==> config.mk <==
export PLATFORM = sky130hd
export DESIGN_NAME = ramp_pwm
export DESIGN_NICKNAME = d
export VERILOG_FILES = /design/src/rtl/ramp_pwm_pkg.sv /design/src/rtl/ramp_pwm_ctrl.sv /design/src/rtl/ramp_pwm_dp.sv /design/src/rtl/ramp_pwm.sv
export SDC_FILE = /design/constraint.sdc
export NUM_CORES = 1
export LEC_CHECK = 0
export BUFFER_PORTS_ARGS = -buffer_cell sky130_fd_sc_hd__buf_4
export CAP_MARGIN = 20
export CORE_MARGIN = 2
export CORE_UTILIZATION = 30
export DETAILED_ROUTE_END_ITERATION = 10
export RECOVER_POWER = 50
export SYNTH_ARGS = -nofsm -noshare
export SYNTH_HDL_FRONTEND = slang
export SYNTH_SLANG_ARGS = --single-unit
==> constraint.sdc <==
create_clock -name clk -period 6.2 [get_ports clk]
set_input_delay 1.55 -clock clk [delete_from_list [all_inputs] [get_ports clk]]
set_output_delay 1.55 -clock clk [all_outputs]
set_load 0.005 [all_outputs]
==> src/rtl/ramp_pwm_pkg.sv <==
package ramp_pwm_pkg;
  localparam int PRE_W = 6;

  typedef enum logic [1:0] {
    MODE_ONE  = 2'b00,
    MODE_TWO  = 2'b01,
    MODE_FOUR = 2'b10,
    MODE_CTR  = 2'b11
  } rampMode_e;

  typedef struct packed {
    logic       live;
    logic [1:0] phase;
  } seqStrb_t;
endpackage

==> src/rtl/ramp_pwm_ctrl.sv <==
module ramp_pwm_ctrl
  import ramp_pwm_pkg::*;
#(
  parameter int CW = 16
) (
  input  logic          clk,
  input  logic          rstN,
  input  logic          runEn,
  input  logic          finishReq,
  input  logic [1:0]    modeSel,
  input  logic [1:0]    preSel,
  input  logic [CW-1:0] deadA,
  input  logic [CW-1:0] onA,
  input  logic [CW-1:0] deadB,
  input  logic [CW-1:0] onB,
  output seqStrb_t      strb,
  output logic [CW-1:0] cnt,
  output logic          cycleEnd
);
  rampMode_e      mode;
  logic [CW-1:0]  cntQ, cntD, limit;
  logic [1:0]     phQ, phD, lastPh;
  logic           downQ, downD, wrap;
  logic [PRE_W-1:0] preQ, preLast;
  logic           endQ, atStart, live, stopNow, tick;

  assign mode    = rampMode_e'(modeSel);
  assign preLast = PRE_W'((1 << (2 * int'(preSel))) - 1);
  assign atStart = (cntQ == '0) && (phQ == 2'd0) && !downQ;
  assign stopNow = !runEn && !finishReq;
  assign live    = runEn || (finishReq && !atStart);
  assign tick    = live && (preQ == preLast);

  // ramp limit and last ramp of the sequence
  always_comb begin
    limit  = onB;
    lastPh = 2'd0;
    case (mode)
      MODE_TWO: begin
        limit  = phQ[0] ? onB : onA;
        lastPh = 2'd1;
      end
      MODE_FOUR: begin
        lastPh = 2'd3;
        case (phQ)
          2'd0:    limit = deadA;
          2'd1:    limit = onA;
          2'd2:    limit = deadB;
          default: limit = onB;
        endcase
      end
      default: ;
    endcase
  end

  // next counter state for one step
  always_comb begin
    cntD  = cntQ;
    phD   = phQ;
    downD = downQ;
    wrap  = 1'b0;
    if (mode == MODE_CTR) begin
      phD = 2'd0;
      if (!downQ) begin
        if (cntQ >= onB) begin
          if (cntQ <= 1) begin
            cntD = '0;
            wrap = 1'b1;
          end else begin
            downD = 1'b1;
            cntD  = cntQ - 1'b1;
          end
        end else begin
          cntD = cntQ + 1'b1;
        end
      end else if (cntQ <= 1) begin
        cntD  = '0;
        downD = 1'b0;
        wrap  = 1'b1;
      end else begin
        cntD = cntQ - 1'b1;
      end
    end else if (cntQ >= limit) begin
      cntD = '0;
      if (phQ >= lastPh) begin
        phD  = 2'd0;
        wrap = 1'b1;
      end else begin
        phD = phQ + 2'd1;
      end
    end else begin
      cntD = cntQ + 1'b1;
    end
  end

  always_ff @(posedge clk) begin
    if (!rstN || stopNow) begin
      cntQ  <= '0;
      phQ   <= 2'd0;
      downQ <= 1'b0;
      preQ  <= '0;
      endQ  <= 1'b0;
    end else if (live) begin
      preQ <= tick ? '0 : preQ + 1'b1;
      endQ <= tick && wrap;
      if (tick) begin
        cntQ  <= cntD;
        phQ   <= phD;
        downQ <= downD;
      end
    end else begin
      preQ <= '0;
      endQ <= 1'b0;
    end
  end

  always_comb begin
    strb.live  = live;
    strb.phase = phQ;
  end
  assign cnt      = cntQ;
  assign cycleEnd = endQ;
endmodule

==> src/rtl/ramp_pwm_dp.sv <==
module ramp_pwm_dp
  import ramp_pwm_pkg::*;
#(
  parameter int CW = 16
) (
  input  logic          clk,
  input  logic          rstN,
  input  seqStrb_t      strb,
  input  logic [CW-1:0] cnt,
  input  logic [1:0]    modeSel,
  input  logic [CW-1:0] onA,
  input  logic [CW-1:0] deadB,
  input  logic          polHigh,
  input  logic          enA,
  input  logic          enB,
  input  logic [1:0]    syncSel,
  output logic          pwmA,
  output logic          pwmB,
  output logic          adcSync,
  output logic [1:0]    actVec
);
  localparam int NCH = 2;

  rampMode_e      mode;
  logic [NCH-1:0] raw, actD, enVec, pwmVec;
  logic           selAct, selActD;

  assign mode  = rampMode_e'(modeSel);
  assign enVec = {enB, enA};

  // bit 0 = output A, bit 1 = output B
  always_comb begin
    case (mode)
      MODE_TWO:  raw = {strb.phase == 2'd1, strb.phase == 2'd0};
      MODE_FOUR: raw = {strb.phase == 2'd3, strb.phase == 2'd1};
      default:   raw = {cnt > deadB, cnt < onA};
    endcase
  end

  for (genvar ch = 0; ch < NCH; ch++) begin : gChan
    logic actR, actDR;
    always_ff @(posedge clk) begin
      if (!rstN) begin
        actR  <= 1'b0;
        actDR <= 1'b0;
      end else begin
        actR  <= strb.live && raw[ch];
        actDR <= actR;
      end
    end
    assign actVec[ch] = actR;
    assign actD[ch]   = actDR;
    assign pwmVec[ch] = (actR && enVec[ch]) ? polHigh : !polHigh;
  end

  assign selAct  = actVec[syncSel[1]];
  assign selActD = actD[syncSel[1]];
  assign adcSync = syncSel[0] ? (!selAct && selActD) : (selAct && !selActD);
  assign pwmA    = pwmVec[0];
  assign pwmB    = pwmVec[1];
endmodule

==> src/rtl/ramp_pwm.sv <==
module ramp_pwm
  import ramp_pwm_pkg::*;
#(
  parameter int CW = 16
) (
  input  logic          clk,
  input  logic          rstN,
  input  logic          runEn,
  input  logic          finishReq,
  input  logic [1:0]    modeSel,
  input  logic [1:0]    preSel,
  input  logic [1:0]    syncSel,
  input  logic          polHigh,
  input  logic          enA,
  input  logic          enB,
  input  logic [CW-1:0] deadA,
  input  logic [CW-1:0] onA,
  input  logic [CW-1:0] deadB,
  input  logic [CW-1:0] onB,
  output logic          pwmA,
  output logic          pwmB,
  output logic          cycleEnd,
  output logic          adcSync
);
  seqStrb_t      strb;
  logic [CW-1:0] cnt;
  logic [1:0]    actVec;

  ramp_pwm_ctrl #(.CW(CW)) u_ctrl (
    .clk(clk), .rstN(rstN), .runEn(runEn), .finishReq(finishReq),
    .modeSel(modeSel), .preSel(preSel), .deadA(deadA), .onA(onA),
    .deadB(deadB), .onB(onB), .strb(strb), .cnt(cnt), .cycleEnd(cycleEnd)
  );

  ramp_pwm_dp #(.CW(CW)) u_dp (
    .clk(clk), .rstN(rstN), .strb(strb), .cnt(cnt), .modeSel(modeSel),
    .onA(onA), .deadB(deadB), .polHigh(polHigh), .enA(enA), .enB(enB),
    .syncSel(syncSel), .pwmA(pwmA), .pwmB(pwmB), .adcSync(adcSync),
    .actVec(actVec)
  );
endmodule

Word level (Yosys, flattened, before mapping)
Index checks and enable logic that the tools add are counted.
{"block": "classes", "n_addsub": 5, "multipliers": 0, "div_mod_pow": 0, "order_cmp": 7, "eq_ne": 7, "shifts": 1, "mux": 29, "n_bitwise": 1, "reduce_logical": 30}
{"operator": "two-way mux 16 bit", "count": 6}
{"operator": "one-hot mux 16 bit (3 select lines)", "count": 1}
{"operator": ">= comparator 16 bit", "count": 2}
{"operator": "one-hot mux 16 bit (2 select lines)", "count": 1}
{"operator": "adder 16 x 1 -> 16 bit, second input constant", "count": 1}
{"operator": "greater-than comparator 16 bit", "count": 1}
{"operator": "<= comparator 16 x 1 -> 1 bit, second input constant", "count": 1}
{"operator": "zero test 16 bit", "count": 1}
{"operator": "less-than comparator 16 bit", "count": 1}
{"operator": "two-way mux 1 bit", "count": 16}
{"operator": "subtractor 16 x 1 -> 16 bit, second input constant", "count": 1}
{"operator": "logical AND 1 bit", "count": 12}
{"operator": "equality test 2 bit, second input constant", "count": 4}
{"operator": "zero test 1 bit", "count": 8}
{"operator": "one-hot mux 2 bit (2 select lines)", "count": 2}
{"operator": "adder 6 x 1 -> 6 bit, second input constant", "count": 1}
{"operator": "equality test 6 bit", "count": 1}
{"operator": "two-way mux 2 bit", "count": 3}
{"operator": "AND reduction 3 bit", "count": 2}
{"operator": "left shift 1 x 3 -> 6 bit, first input constant", "count": 1}
{"operator": "subtractor 6 x 2 -> 6 bit, second input constant", "count": 1}
{"operator": "equality test 2 x 1 -> 1 bit, second input constant", "count": 2}
{"operator": "OR reduction 3 bit", "count": 1}
{"operator": "adder 2 x 1 -> 2 bit, second input constant", "count": 1}
{"operator": "other kinds (8)", "count": 9}
{"block": "word_totals", "regBits": 30, "latch_bits": 0, "ram_bits": 0, "romBits": 0, "in_bits": 77, "output_inout_bits": 4, "word_cells": 89, "n_memories": 0}

Longest topological paths before layout
{"block": "depth", "word_depth": 8, "ltp_mapped": 18, "ltp_nobuf": 15}

Modules after synthesis
From an unflattened synthesis, not the netlist that was laid out.
{"block": "unflattened", "cells_unflattened": 648, "area_unflattened_um2": 4600.7}
{"mod": "ramp_pwm_ctrl", "n_inst": 1, "cells_each": 504, "area_per_inst_um2": 3558.4, "seq_area_each_um2": 520.5}
{"mod": "ramp_pwm_dp", "n_inst": 1, "cells_each": 144, "area_per_inst_um2": 1042.2, "seq_area_each_um2": 80.1}

Worst setup path before layout
No wires, ideal clock.
{"block": "synth_timing", "kind": "input -> register", "start": "in modeSel[1]", "end": "reg u_ctrl.cntQ[11] (netlist: u_ctrl.cnt[11])", "arrival_ns": 4.331, "required_time_ns": 6.121, "setup_slack_ns": 1.790, "stages": 15, "path_cell_list": "inv_1 ha_1 nor2b_1 clkbuf_1 clkbuf_1 a22oi_1 nor2_1 a21oi_1 ha_1 and3_1 o311a_1 a211oi_1 o21ai_1 or4_1 o211ai_1"}
{"block": "synth_between", "elab_chain_cells": 5, "elab_cells_between_ends": 7, "cone_classes": "order compare (1); eq/ne (3); mux (3)"}
{"item": "start: declaration", "line_no": "ramp_pwm.sv:10", "source": "input logic [1:0] modeSel,"}
{"item": "equality test 2 bit / equality test 2 x 1 -> 1 bit (equally long branches)", "line_no": "ramp_pwm_ctrl.sv:38", "source": "case (mode)"}
{"item": "one-hot mux 16 bit (2 select lines)", "line_no": "ramp_pwm_ctrl.sv:38"}
{"item": ">= comparator 16 bit", "line_no": "ramp_pwm_ctrl.sv:83", "source": "end else if (cntQ >= limit) begin"}
{"item": "two-way mux 16 bit", "line_no": "ramp_pwm_ctrl.sv:83"}
{"item": "two-way mux 16 bit (*)", "line_no": "ramp_pwm_ctrl.sv:62", "source": "if (mode == MODE_CTR) begin"}
{"item": "end signal: assignment", "line_no": "ramp_pwm_ctrl.sv:107", "source": "cntQ <= cntD;"}
{"item": "end: declaration", "line_no": "ramp_pwm_ctrl.sv:21", "source": "logic [CW-1:0] cntQ, cntD, limit;"}
Mark *: on every way between the ends. The rest lies on a longest branch, timed or not.
A chain may end at the register's enable or synchronous reset.

Worst setup path after layout
{"block": "layout_timing", "start": "in modeSel[0]", "end": "reg u_ctrl.endQ (netlist: u_ctrl.cycleEnd)"}
{"block": "layout_between", "elab_chain_cells": 7, "elab_cells_between_ends": 11, "cone_classes": "order compare (2); eq/ne (3); mux (5); reduce/logical (1)"}
{"item": "branches (longest 5 deep; another with >= comparator 16 bit)"}
{"item": "two-way mux 1 bit (*)", "line_no": "ramp_pwm_ctrl.sv:62"}
{"item": "logical AND 1 bit (*)", "line_no": "ramp_pwm_ctrl.sv:105", "source": "endQ <= tick && wrap;"}
{"item": "end signal: assignment", "line_no": "ramp_pwm_ctrl.sv:105"}
{"item": "end: declaration", "line_no": "ramp_pwm_ctrl.sv:25", "source": "logic endQ, atStart, live, stopNow, tick;"}
Every way passes the cells marked *.

==> results by group <==
Routing
  • Total number of vias: 4792
  • ANT nets after route: 0
  • DRT iter0 DRCs: 291
  • Pre-Repair DR Iteration Count: 5
  • DRT Wirelength: 14.3 mm
  • WL per Instance: 16.7 um
  • DRC viols: 0
  • Via density: 5.60

Finish
  • Area grow syn2layout: 18.6%
  • Most common cell after layout, fill and taps aside: ha_1
  • Antenna diodes: 0
  • Nets: 826
  • Share of cells above drive strength 1: 0.159
  • Design Area, Final: 0.00533 sq mm
  • Most frequent cells in the layout: ha_1, buf_4, nand2_1, inv_1, nor2_1
  • Post-layout util: 0.365

CTS
  • Clock Path Buffers: 2
  • Post-CTS sizing: 0
  • CTS tree: built
  • Number of buffers created by CTS: 5
  • CTS sink cnt: 30
  • Postcts setup bufs: 0
  • Skew-Pair Late Insertion Delay: 0.28 ns
  • H-Tree Depth: 2
  • Clock-pin slew on the worst setup and hold paths: 0.05 ns
  • # hold bufs at CTS: 0
  • Clk root buf: clkbuf_16

Die
  • # IOs: 81
  • Num rows: 44
  • Chip Height: 126 um
  • Die X: 126 um
  • DIE AREA: 0.0160 sq mm
  • Starting Density: 0.308
  • Core Area: 0.0146 sq mm

Critical path
  • Setup crit start kind: input port
  • Worst Path Required: 6.33 ns
  • Worst Setup End Kind: register
  • Arr. time, crit path: 5.53 ns
  • Stages on worst setup path: 12
  • Cell Chain, Critical Path: buf_4 -> inv_1 -> ha_1 -> inv_1 -> nand2_1 -> a21oi_1 -> ha_1 -> and4_1 -> o211ai_1 -> o21ai_0 -> nand2_2 -> nor4_1
  • Setup CP Type: input port to register
  • WP buf/inv: 3
  • R2R depth: 7
  • R2r startpoint: u_ctrl.cnt[11]
  • Reg-to-reg slack, setup: 1.73 ns
  • Critical path's top delay family: simple AND/OR/NAND/NOR gates
  • Slowest stage delay, CP: 0.71 ns
  • Crit-path slowest cell: o21ai_0
  • Capturing point of the worst reg2reg path: u_ctrl.cnt[2]
  • Crit Path Max Fanout: 20

Power
  • Seq pwr share: 0.326
  • NetSw: 0.000175 W
  • Sw frac: 0.290
  • Max IR drop VDD: 122 uV
  • P_int: 0.000428 W
  • Leakage power: 2.44 nW
  • Power share of the combinational group: 0.267
  • Clock power share: 0.407
  • Cell Pwr Density: 113 mW/mm^2
  • Design Power: 0.000603 W

Timing
  • Final Cycle Share: 0.871
  • Slew @ Worst Pin: 2.55 ns
  • Setup_tns: 0 ns
  • Final slew viol count: 23
  • Setup-failing EPs final: 0
  • RSZ-0062 raised after global routing: false
  • Hold Worst Slack: 0.490 ns
  • Fin. Hold Viols: 0
  • Max Fclk: 185 MHz
  • Clk_skew: 0.00341 ns
  • Period minus WS final: 5.40 ns
  • Slew margin rel.: -0.717

Logic synthesis
  • Distinct cells, synth: 74
  • Sequential area share after synthesis: 0.134
  • Yosys warns: 0
  • Mapped Nets: 767
  • Seq cells post-synth: 30
  • Async S/R FF share, synth: 0
  • Avg Cell Area, Syn: 7.36 sq um
  • Synthesized instance count: 611
  • Post-synth EDFFs: 0
  • Cell Area, Synth: 0.00450 sq mm
  • Synth Flop Type: dfxtp_1

GRT
  • Initial antenna violation count: 0
  • GRT overflow: 0
  • Pin count of the biggest net entering global routing: 33
  • First-pass GRT wire length: 23.4 mm
  • GRT Overall Usage: 0.177
  • Vias in the first global route: 4718

Min path
  • Hold WC Path Type: register to register
  • Worst Hold Path Cells: 1
  • Endpoint, Worst Hold: u_ctrl.preQ[0]
  • Hold wc startpoint: u_ctrl.preQ[0]

Place
  • DP Wirelength: 11.1 mm
  • Post-DP Area: 0.00519 sq mm
  • PortBufs: 80
  • GPL Wtd Cong: 0.878

Run
  • Max Cap Viol: 1

Status
  • Status: finished, violations left
  • Failing checks: capacitance limit, slew limit
final cells by class:
class,count,area [sq um]
multi-input combinational,493,3520
inverter,57,214
timing repair buffer,83,616
tap,184,230
clock buffer,6,139
sequential,30,601
fill,1602,9260
clock inverter,2,12.5
kinds of logic after synthesis:
group / count (synthesis) / share of synthesized area
XOR/XNOR: 12 / 0.0234
flip-flops: 30 / 0.134
adder cells (fa/ha/maj): 79 / 0.220
AND/OR/NAND/NOR: 202 / 0.232
AO/OA/AOI/OAI: 197 / 0.304
buffers and inverters: 88 / 0.0810
multiplexers: 3 / 0.00668
power by group through the flow:
stage / sequential [W] / combinational (W) / clock, W
after global placement: 0.000201 / 0.000160 / 0
after floorplan: 0.000200 / 0.0000877 / 0
after detailed placement: 0.000201 / 0.000162 / 0
final: 0.000197 / 0.000161 / 0.000245
after CTS: 0.000197 / 0.000162 / 0.000251
after global routing: 0.000197 / 0.000181 / 0.000259
cells in the mapped netlist, types with 4 or more instances:
cell type  count  share of area
o211ai_1       8          0.013
a32oi_1        4         0.0078
xor2_1         6          0.012
and2_1         6         0.0084
inv_1         57          0.048
o21ai_0       43          0.048
a211oi_1       7          0.012
a222oi_1      16          0.036
buf_2          6         0.0067
ha_1          79           0.22
xnor2_1        6          0.012
o21ai_1        4         0.0045
nor2_1        49          0.041
a22oi_1       20          0.033
clkbuf_1      19          0.016
dfxtp_1       30           0.13
o21a_1         7          0.012
o22ai_1        5         0.0070
nand3_1       15          0.017
a21oi_1       46          0.051
and3_1         5         0.0070
nor3_1        16          0.018
nor2b_1        5         0.0070
nand4_1       18          0.025
a21o_1         4         0.0067
nand2_1       59          0.049
worst reg2reg max path: cells and delay by family, from the launching register on:
family	cells	cell delay, ns
compound gates	4	2.91
fa+ha+maj	1	0.25
flops	1	0.71
simple gates	2	0.48
per-stage QoR:
step	setup slack [ns]	std cells
global placement	0.905	846
detailed placement	0.877	846
global route	0.419	855
finish	0.797	855
floorplan	1.79	611
CTS	1.14	854
registers in the layout, summed over array words and instances, names as in the netlist:
| signal | cells |
|---|---|
| u_ctrl.downQ | 1 |
| u_ctrl.preQ | 6 |
| u_ctrl.phQ | 2 |
| u_dp.gChan.actDR | 2 |
| u_ctrl.cnt | 16 |
| u_ctrl.cycleEnd | 1 |
| u_dp.gChan.actR | 2 |
worst max-delay path by stage:
stage / startpoint / to / slack, ns
2_1_floorplan: modeSel[1] / u_ctrl.cnt[11] / 1.79
3_3_place_gp: modeSel[0] / u_ctrl.cycleEnd / 0.91
3_5_place_dp: modeSel[0] / u_ctrl.cnt[2] / 0.88
4_1_cts: modeSel[0] / u_ctrl.cycleEnd / 1.14
5_1_grt: modeSel[0] / u_ctrl.cycleEnd / 0.42
6_report: modeSel[0] / u_ctrl.cycleEnd / 0.80
layer usage:
layer	vias up	wire (um)	GRT usage
met5	-	0	0
met4	0	307	0.0543
met3	21	789	0.0236
met2	153	6810	0.304
met1	2219	6400	0.229
li1	2399	-	-
No activity file was read; power rests on OpenSTA's default activity.
